File: src/rtl/srom_cmd_decoder.sv
module srom_cmd_decoder #(
  parameter int          ADDR_W   = 13,
  parameter int          COL_W    = 9,
  parameter int          LOCK_CYC = 3,
  parameter int          CNT_W    = 4,
  parameter logic [6:0]  MODE_RST = 7'h11
) (
  input  logic              clk,
  input  logic              rst_n,
  input  logic              clk_en,
  input  logic              sel_n,
  input  logic              row_stb_n,
  input  logic              col_stb_n,
  input  logic              mode_stb_n,
  input  logic [ADDR_W-1:0] addr,
  output logic              rl_two,
  output logic [2:0]        cl_lat,
  output logic              bl_eight,
  output logic              intlv,
  output logic [ADDR_W-1:0] row_addr,
  output logic [COL_W-1:0]  col_addr,
  output logic              act_pls,
  output logic              rd_pls,
  output logic              stop_pls,
  output logic              mrs_pls,
  output logic              illegal_pls,
  output logic              err_pls,
  output logic              frozen
);
  localparam int LOCK_W = $clog2(LOCK_CYC + 1);

  logic              cke_q, wake_q, row_open;
  logic [LOCK_W-1:0] lock_q;
  logic [CNT_W-1:0]  rd_cnt;
  logic [6:0]        mode_q;

  wire step = cke_q & ~wake_q;
  wire sel  = step & (lock_q == '0) & ~sel_n;

  wire is_mrs  = sel & ~row_stb_n & ~col_stb_n & ~mode_stb_n;
  wire is_act  = sel & ~row_stb_n &  col_stb_n &  mode_stb_n;
  wire is_rd   = sel &  row_stb_n & ~col_stb_n &  mode_stb_n;
  wire is_stop = sel &  col_stb_n & ~mode_stb_n;
  wire is_bad  = sel & ((row_stb_n & ~col_stb_n & ~mode_stb_n) |
                        (~row_stb_n & ~col_stb_n & mode_stb_n));

  wire busy    = row_open | (rd_cnt != '0);
  wire bl_ok   = (addr[1:0] == 2'b01) | (addr[1:0] == 2'b10);
  wire cl_ok   = (addr[5:3] >= 3'd2) & (addr[5:3] <= 3'd5);
  wire mrs_go  = is_mrs & ~busy & bl_ok & cl_ok;
  wire mrs_rej = is_mrs & ~busy & ~(bl_ok & cl_ok);
  wire illegal = is_bad | (is_mrs & busy);

  wire [CNT_W-1:0] rd_len = CNT_W'(mode_q[5:3]) + CNT_W'(1) +
                            ((mode_q[1:0] == 2'b10) ? CNT_W'(8) : CNT_W'(4));

  assign rl_two   = mode_q[6];
  assign cl_lat   = mode_q[5:3] + 3'd1;
  assign intlv    = mode_q[2];
  assign bl_eight = (mode_q[1:0] == 2'b10);
  assign frozen   = ~cke_q;

  always_ff @(posedge clk or negedge rst_n) begin
    if (!rst_n) begin
      cke_q       <= 1'b1;
      wake_q      <= 1'b0;
      row_open    <= 1'b0;
      lock_q      <= '0;
      rd_cnt      <= '0;
      mode_q      <= MODE_RST;
      row_addr    <= '0;
      col_addr    <= '0;
      act_pls     <= 1'b0;
      rd_pls      <= 1'b0;
      stop_pls    <= 1'b0;
      mrs_pls     <= 1'b0;
      illegal_pls <= 1'b0;
      err_pls     <= 1'b0;
    end else begin
      cke_q  <= clk_en;
      wake_q <= ~cke_q;
      if (mrs_go)
        lock_q <= LOCK_W'(LOCK_CYC);
      else if (step && lock_q != '0)
        lock_q <= lock_q - 1'b1;
      if (is_stop)
        rd_cnt <= '0;
      else if (is_rd)
        rd_cnt <= rd_len;
      else if (step && rd_cnt != '0)
        rd_cnt <= rd_cnt - 1'b1;
      if (is_act)
        row_open <= 1'b1;
      else if (is_stop)
        row_open <= 1'b0;
      if (mrs_go) mode_q   <= addr[6:0];
      if (is_act) row_addr <= addr;
      if (is_rd)  col_addr <= addr[COL_W-1:0];
      act_pls     <= is_act;
      rd_pls      <= is_rd;
      stop_pls    <= is_stop;
      mrs_pls     <= mrs_go;
      illegal_pls <= illegal;
      err_pls     <= mrs_rej;
    end
  end

  wire any_pls = act_pls | rd_pls | stop_pls | mrs_pls | illegal_pls | err_pls;


  one_pulse_chk: assert property (@(posedge clk) disable iff (!rst_n)
    $onehot0({act_pls, rd_pls, stop_pls, mrs_pls, illegal_pls, err_pls}));


  lockout_chk: assert property (@(posedge clk) disable iff (!rst_n)
    mrs_pls |=> !any_pls ##1 !any_pls ##1 !any_pls);


  frozen_quiet_chk: assert property (@(posedge clk) disable iff (!rst_n)
    frozen |=> !any_pls);


  mode_hold_chk: assert property (@(posedge clk) disable iff (!rst_n)
    (illegal_pls | err_pls) |-> $stable({rl_two, cl_lat, bl_eight, intlv}));


  row_hold_chk: assert property (@(posedge clk) disable iff (!rst_n)
    !act_pls |-> $stable(row_addr));


  col_hold_chk: assert property (@(posedge clk) disable iff (!rst_n)
    !rd_pls |-> $stable(col_addr));
endmodule

File: config.mk
export PLATFORM = sky130hd
export DESIGN_NAME = srom_cmd_decoder
export DESIGN_NICKNAME = d
export VERILOG_FILES = /design/src/rtl/srom_cmd_decoder.sv
export SDC_FILE = /design/constraint.sdc
export NUM_CORES = 1
export LEC_CHECK = 0
export BUFFER_PORTS_ARGS = -buffer_cell sky130_fd_sc_hd__buf_2
export CORE_ASPECT_RATIO = 1.1
export CORE_MARGIN = 8
export CORE_UTILIZATION = 55
export DETAILED_ROUTE_END_ITERATION = 10
export PLACE_DENSITY = 0.84
export SLEW_MARGIN = 20
export SYNTH_ARGS = -nofsm -noshare
export SYNTH_HDL_FRONTEND = slang
export SYNTH_SLANG_ARGS = --single-unit
File: constraint.sdc
create_clock -name clk -period 4.5 [get_ports clk]
set_clock_uncertainty 0.1 [all_clocks]
set_input_delay 0.9 -clock clk [delete_from_list [all_inputs] [get_ports clk]]
set_output_delay 0.9 -clock clk [all_outputs]
set_load 0.01 [all_outputs]
==> results of run 1 <==
## power breakdown
part           switching, mW  total [mW]  internal, mW
Combinational          0.133       0.271         0.138
Sequential            0.0469       0.522         0.476
Clock                  0.117       0.194        0.0773
## cell usage after synthesis, types with 3 or more instances
cell type	number
dfrtp_1	41
dfstp_2	3
ha_1	4
inv_1	10
mux2_2	30
nand2_1	5
nand2b_1	3
nor2_1	6
xnor2_1	6
## metal layers
| layer | track usage | vias to the layer above |
|---|---|---|
| met5 | 0 | - |
| li1 | - | 593 |
| met1 | 0.173 | 620 |
| met3 | 0.0527 | 8 |
| met4 | 0.0634 | 0 |
| met2 | 0.250 | 38 |
## placed cells by master (no fill, tap or decap), types with 2 or more instances in the layout
cell       n
a211oi_1   2
a22o_1     2
buf_2     54
clkbuf_1   2
clkbuf_4   5
dfrtp_1   41
dfstp_2    3
ha_1       4
inv_1     10
mux2_2    30
nand2_1    5
nand2b_1   3
nor2_1     6
nor4_1     2
nor4_4     2
o21ai_0    2
xnor2_1    6
## stage by stage
| step | setup WS (ns) | cells | hold slack, ns | area, um2 |
|---|---|---|---|---|
| 3_3_place_gp | 1.79 | 234 | 0.344 | 2210 |
| 6_report | 2.06 | 242 | 0.385 | 2270 |
| 2_1_floorplan | 2.19 | 135 | 0.380 | 1900 |
| 3_5_place_dp | 1.72 | 234 | 0.358 | 2210 |
| 4_1_cts | 2.03 | 242 | 0.386 | 2270 |
| 5_1_grt | 1.92 | 242 | 0.410 | 2270 |
## cell type report
class                           count  area, um2
Multi-Input combinational cell     78        737
Tap cell                           48       60.1
Clock buffer                        8       58.8
Fill cell                         244       1060
Sequential cell                    44       1100
Inverter                           10       37.5
Timing Repair Buffer               54        270
## critical path: cells and delay by family (launching register included)
kind                     cells  cell delay, ns
XOR/XNOR                     1            0.17
adder cells (fa/ha/maj)      1            0.20
buffers and inverters        1            0.16
flip-flops                   1            0.56
## worst min-delay path by stage
stage	to	startpoint	cells past startpoint	slack, ns
2_1_floorplan	mode_q[1]	mode_q[1]	1	0.38
3_3_place_gp	wake_q	cke_q	1	0.34
3_5_place_dp	wake_q	cke_q	1	0.36
4_1_cts	wake_q	cke_q	1	0.39
5_1_grt	wake_q	cke_q	1	0.41
6_report	wake_q	cke_q	1	0.39
## flip-flops by register name, summed over array words and instances, names as in the netlist
name,flops
act_pls,1
cke_q,1
col_addr,9
err_pls,1
illegal_pls,1
lock_q,2
mode_q,7
mrs_pls,1
rd_cnt,4
rd_pls,1
row_addr,13
row_open,1
stop_pls,1
wake_q,1
## kinds of logic after synthesis
logic type,share of synthesized area
buf+inv,0.0309
mux,0.183
flops,0.581
xor+xnor,0.0323
fa+ha+maj,0.0263
simple gates,0.109
compound gates,0.0369
==> summary.md, run 1 <==
| Metric | Value |
|---|---|
| Vias per cell | between 5 and 6 |
| Reg2Reg Setup Slack | approximately 2.1 ns |
| Longest Clk Path Bufs | 2 |
| Number of core rows | 22 |
| Final Hold Vio Count | 0 |
| Final HPWL DP | approximately 3000 um |
| Crit Path Category | flop to output pin |
| Post-route clock period utilization | 0.541 |
| Hold Path Class | flop to flop |
| Post-synth EDFFs | 0 |
| DR WL/cell | around 16 um |
| Crit-path cells | ha_1 -> xor2_1 -> buf_2 |
| R2R Path End | col_addr[2] |
| Boundary pin count | 55 |
| TNS Setup | 0 ns |
| RSZ-0062 raised after global routing | false |
| Worst setup path end | cl_lat[2] |
| Routed met1 length | ~1600 um |
| Crit path max fanout | 3 |
| Worst path max stage delay | ~0.56 ns |
| Vias in the first global route | about 1,400 |
| Die W | just over 70 um |
| Total track usage | 0.151 |
| CP Data Required Time | about 3.5 ns |
| Gpl congestion | just under 0.8 |
| Minimum clock period | around 2.4 ns |
| Post-synth cell types | 30 |
| CTS tree | done |
| Post-synthesis sequential area ratio | 0.581 |
| Initial antenna violation count | 0 |
| Ys async rst share | 1.00 |
| Synth Instances | ~140 |
| Nets | between 200 and 250 |
| Starting Density | 0.571 |
| Die footprint | about 5600 um2 |
| Reg2reg start | lock_q[0] |
| TritonCTS buffer count | 5 |
| Share of cells above drive strength 1 | 0.515 |
| Crit. Startpoint | mode_q[4] |
| Critical path endpoint category | output pin |
| Fin util | 0.681 |
| Root buffer cell | clkbuf_4 |
| Seq cells post-synth | 44 |
| Remaining Overflow, GRT | 0 |
| PortBufs | 54 |
| Largest net degree at the start of global routing | 45 |
| Slowest-stage cell, CP | dfstp_2 |
| Fmax achieved | around 410 MHz |
| Antenna fix cells | 0 |
| ANT nets after route | 0 |
| DR top layer | met4 |
| WL final | ~3900 um |
| Crit path arrival time | roughly 1.4 ns |
| Status | complete, no violations |
| DRC Markers | 0 |
| Setup crit start kind | flop |
| Post-Syn Nets | approximately 160 |
| Area of the mapped netlist | 1900 um2 |
| Met2 routed WL | ~2000 um |
| Slew Limit Headroom | 0.366 |
| Syn-to-layout area delta | 19.4% |
| Die Ht | 77.7 um |
| Detailed router's first-iteration violation count | a little under 80 |
| Max Transition Viols Final | 0 |
| Reg2Reg Depth | 5 |
| IR drop worst, VDD | between 0.2 and 0.25 mV |
| Post-CTS sizing | 0 |
| Total power | 0.987 mW |
| Leak | about 1.2 nW |
| Area leader, netlist | dfrtp_1 |
| Core area | 3330 um2 |
| Clock sinks | between 40 and 50 |
| Worst slew pin tran | around 0.94 ns |
| Synth top area cells | dfrtp_1, mux2_2, dfstp_2 |
| Top cell type's share of synthesized area | 0.540 |
| WL met3 | 222 um |
| Worst skew pair latency | ~0.34 ns |
| Commonest register cell after synthesis | dfrtp_1 |
| DR pass1 iterations | 4 |
| Maxcap violations | 0 |
| CTS H-tree depth | 2 |
| CTS clk-pin slew, worst paths | about 0.12 ns |
| First-pass GRT wire length | 6670 um |
| Routed via count | 1,259 |
| Mapped Avg Cell Area | roughly 14 um2 |
| Yosys warns | 0 |
| Setup violations, final | 0 |
| Hold buffer count at CTS | 0 |
| Power Dens Cells | around 440 nW/um2 |
| Post-CTS Repair Setup Buffers | 0 |
Power figures use the tool's default switching activity.
==> run 2: changes to the inputs <==
- ABC_AREA: not set -> 1
- CORE_UTILIZATION: 55 -> 52
- PLACE_DENSITY: 0.84 -> 0.79
- clock period: 4.5 -> 2.47 ns (I/O delays scaled with it)
==> summary.md, run 2 <==
| Metric | Value |
|---|---|
| Status | complete, no violations |
| Worst slew pin tran | 0.515 ns (-0.429 ns) |
| TNS Setup | 0 ns (unchanged) |
| Hold buffer count at CTS | 0 (unchanged) |
| Buffers & Inverters on Critical Path | 1 (unchanged) |
| Ys async rst share | 1.00 (unchanged) |
| PortBufs | 54 (unchanged) |
| Hold Path Class | input pin to async pin |
| Clock network fraction of total power | 0.291 (+0.095) |
| CTS H-tree depth | 2 (unchanged) |
| Detailed router's first-iteration violation count | 64 (-19%) |
| WL met3 | 203 um (-8.6%) |
| Area leader, netlist | dfrtp_1 |
| Reg2reg start | lock_q[0] |
| Setup violations, final | 0 (unchanged) |
| Critical path's top delay family | flip-flops |
| Seq cells post-synth | 44 (unchanged) |
| Vias per cell | 4.69 (-9.9%) |
| Antenna fix cells | 0 (unchanged) |
| DR top layer | met4 |
| Largest Register | row_addr |
| Top cell type's share of synthesized area | 0.505 (-0.0346) |
| Post-route clock period utilization | 0.790 |
| Syn-to-layout area delta | 21.3% |
| Slowest-stage cell, CP | dfstp_2 |
| Largest net degree at the start of global routing | 28 (-38%) |
| CP Data Required Time | 1.88 ns (-1.62 ns) |
| Worst path max stage delay | 0.55 ns (about the same) |
| Share of cells above drive strength 1 | 0.312 (-0.203) |
| Crit-path cells | ha_1 -> xor2_1 -> buf_2 |
| Commonest non-fill, non-tap cell in the layout | nand2_1 |
| Initial antenna violation count | 0 (unchanged) |
| Final Hold Vio Count | 0 (unchanged) |
| Mapped Avg Cell Area | 9.11 um2 (-35%) |
| NetSw | 0.607 mW (+100%) |
| DR WL/cell | 13.0 um (-19%) |
| Commonest register cell after synthesis | dfrtp_1 |
| Slew Limit Headroom | 0.656 (+0.291) |
| Sequential share of power | 0.470 (-0.059) |
| Most frequent cells after synthesis | nand2_1, dfrtp_1, inv_1 |
| First-pass GRT wire length | 7330 um (+9.9%) |
| Longest Clk Path Bufs | 2 (unchanged) |
| Boundary pin count | 55 (unchanged) |
| Crit path arrival time | 1.36 ns (-0.08 ns) |
| Power Dens Cells | 788 nW/um2 (+81%) |
| Biggest regs | row_addr x13, col_addr x9, mode_q x7 |
| Post-CTS Repair Setup Buffers | 0 (unchanged) |
| Fmax achieved | roughly 510 MHz |
| Yosys warns | 0 (unchanged) |
| Total power | 1.94 mW (+97%) |
| Worst skew pair latency | 0.30 ns (-0.04 ns) |
| WL final | 4330 um (+12%) |
| Setup crit start kind | flop |
| Routed via count | 1,566 (+24%) |
| CTS tree | done |
| Clock sinks | 44 (unchanged) |
| Crit. Startpoint | mode_q[4] |
| Maxcap violations | 0 (unchanged) |
| Most frequent cells in the layout | nand2_1, buf_2, dfrtp_1 |
| Die W | 75.6 um (+4.9%) |
| RSZ-0062 raised after global routing | false |
| Number of core rows | 24 (+9.1%) |
| Register area | 1100 um2 (unchanged) |
| TritonCTS buffer count | 5 (unchanged) |
| Post-CTS sizing | 0 (unchanged) |
| Leak | 1.45 nW (+17%) |
| Internal power | 1.33 mW (+93%) |
| CTS clk-pin slew, worst paths | 0.09 ns (-0.03 ns) |
| Critical path endpoint category | output pin |
| IR drop worst, VDD | 0.473 mV (+97%) |
| DR pass1 iterations | 4 (unchanged) |
| Final HPWL DP | 3340 um (+12%) |
| Root buffer cell | clkbuf_8 |
| Vias in the first global route | 1,630 (+17%) |
| Met2 routed WL | 2200 um (+12%) |
| Core area | 3840 um2 (+15%) |
| Post-synth EDFFs | 0 (unchanged) |
| Crit path max fanout | 3 (unchanged) |
| Top-count cell post-synth | nand2_1 |
| Crit Path Category | flop to output pin |
| Synth Instances | 223 (+65%) |
| Switch share | 0.313 (+0.0124) |
| Post-synth cell types | 27 (-10%) |
| Max Transition Viols Final | 0 (unchanged) |
| Post-synthesis sequential area ratio | 0.544 (-0.0372) |
| Nets | 305 (+41%) |
| Gpl congestion | 0.849 (+7.4%) |
| Remaining Overflow, GRT | 0 (unchanged) |
| Area of the multi-input gates | 764 um2 (+3.7%) |
| Synth top area cells | dfrtp_1, nand2_1, inv_1 |
| # fillers | 363 (+49%) |
| Starting Density | 0.528 (-0.0423) |
| DRC Markers | 0 (unchanged) |
| Routed met1 length | 1880 um (+18%) |
| ANT nets after route | 0 (unchanged) |
| Minimum clock period | slightly below 2 ns |
| Total track usage | 0.158 (+0.00653) |
| Largest register FFs | 13 (unchanged) |
| Die Ht | 81.5 um (+5.0%) |
| Area of the mapped netlist | 2030 um2 (+6.8%) |
| Comb power frac | 0.238 (-0.037) |
| Die footprint | 6160 um2 (+10%) |
| Post-Syn Nets | 247 (+55%) |
[run 2: changes by cell type in the layout (fill, tap and decap cells not counted), moves of 3 or more]
cell,before,now
clkbuf_4,5,0
clkbuf_8,1,5
nand3_1,0,13
xnor2_1,6,2
o21ai_1,0,18
inv_2,0,4
o21ai_2,0,7
nand2_4,0,3
nand4_1,0,7
inv_1,10,30
mux2_2,30,0
nand2_1,5,67
nand2b_1,3,0
[run 2: metal layers]
layer  vias up  global-route usage
met1       711               0.177
met5         -                   0
met3         5              0.0537
met2        31               0.274
met4         0              0.0481
li1        819                   -
[run 2: path summary, 6_finish.rpt]
kind,end,depth (start not counted),slack (ns)
max,cl_lat[2],3,0.52
min,col_addr[2],1,0.06
max reg2reg,row_addr[11],8,0.68
min reg2reg,row_addr[12],2,0.38
max in group asynchronous,cke_q,2,1.59
min in group clk,cke_q,1,0.19
[run 2: cells by family (layout without fill, tap and decap cells)]
kind of cell             after synthesis  count (layout)  synth area share
AND/OR/NAND/NOR                      103             103             0.245
flip-flops                            44              44             0.544
AO/OA/AOI/OAI                         29              29            0.0900
buffers and inverters                 39              98            0.0795
XOR/XNOR                               4               4            0.0173
adder cells (fa/ha/maj)                4               4            0.0246
[run 2: metrics by stage]
stage                     worst slack, ns  hold WS [ns]  instance area [um2]  instances   util
after floorplan                     0.888        0.0984                 2030        223      -
after global placement              0.706         0.361                 2350        326  0.611
after detailed placement            0.653         0.360                 2350        326  0.611
after CTS                           0.491        0.0648                 2460        334  0.641
after global routing                0.454        0.0869                 2460        334  0.641
final                               0.518        0.0557                 2460        334  0.641
[run 2: power groups by stage]
stage                     Sequential, mW  Combinational (mW)  Clock (mW)
after floorplan                    0.944               0.278           0
after global placement             0.926               0.446           0
after detailed placement           0.925               0.469           0
after CTS                          0.913               0.471       0.575
after global routing               0.932               0.531       0.602
final                              0.913               0.463       0.565
[run 2: area by class of cell]
class,count,share of cell area
Clock buffer,5,0.0279
Clock inverter,3,0.0188
Inverter,34,0.0518
Multi-Input combinational cell,140,0.310
Sequential cell,44,0.449
Tap cell,52,0.0264
Timing Repair Buffer,56,0.116
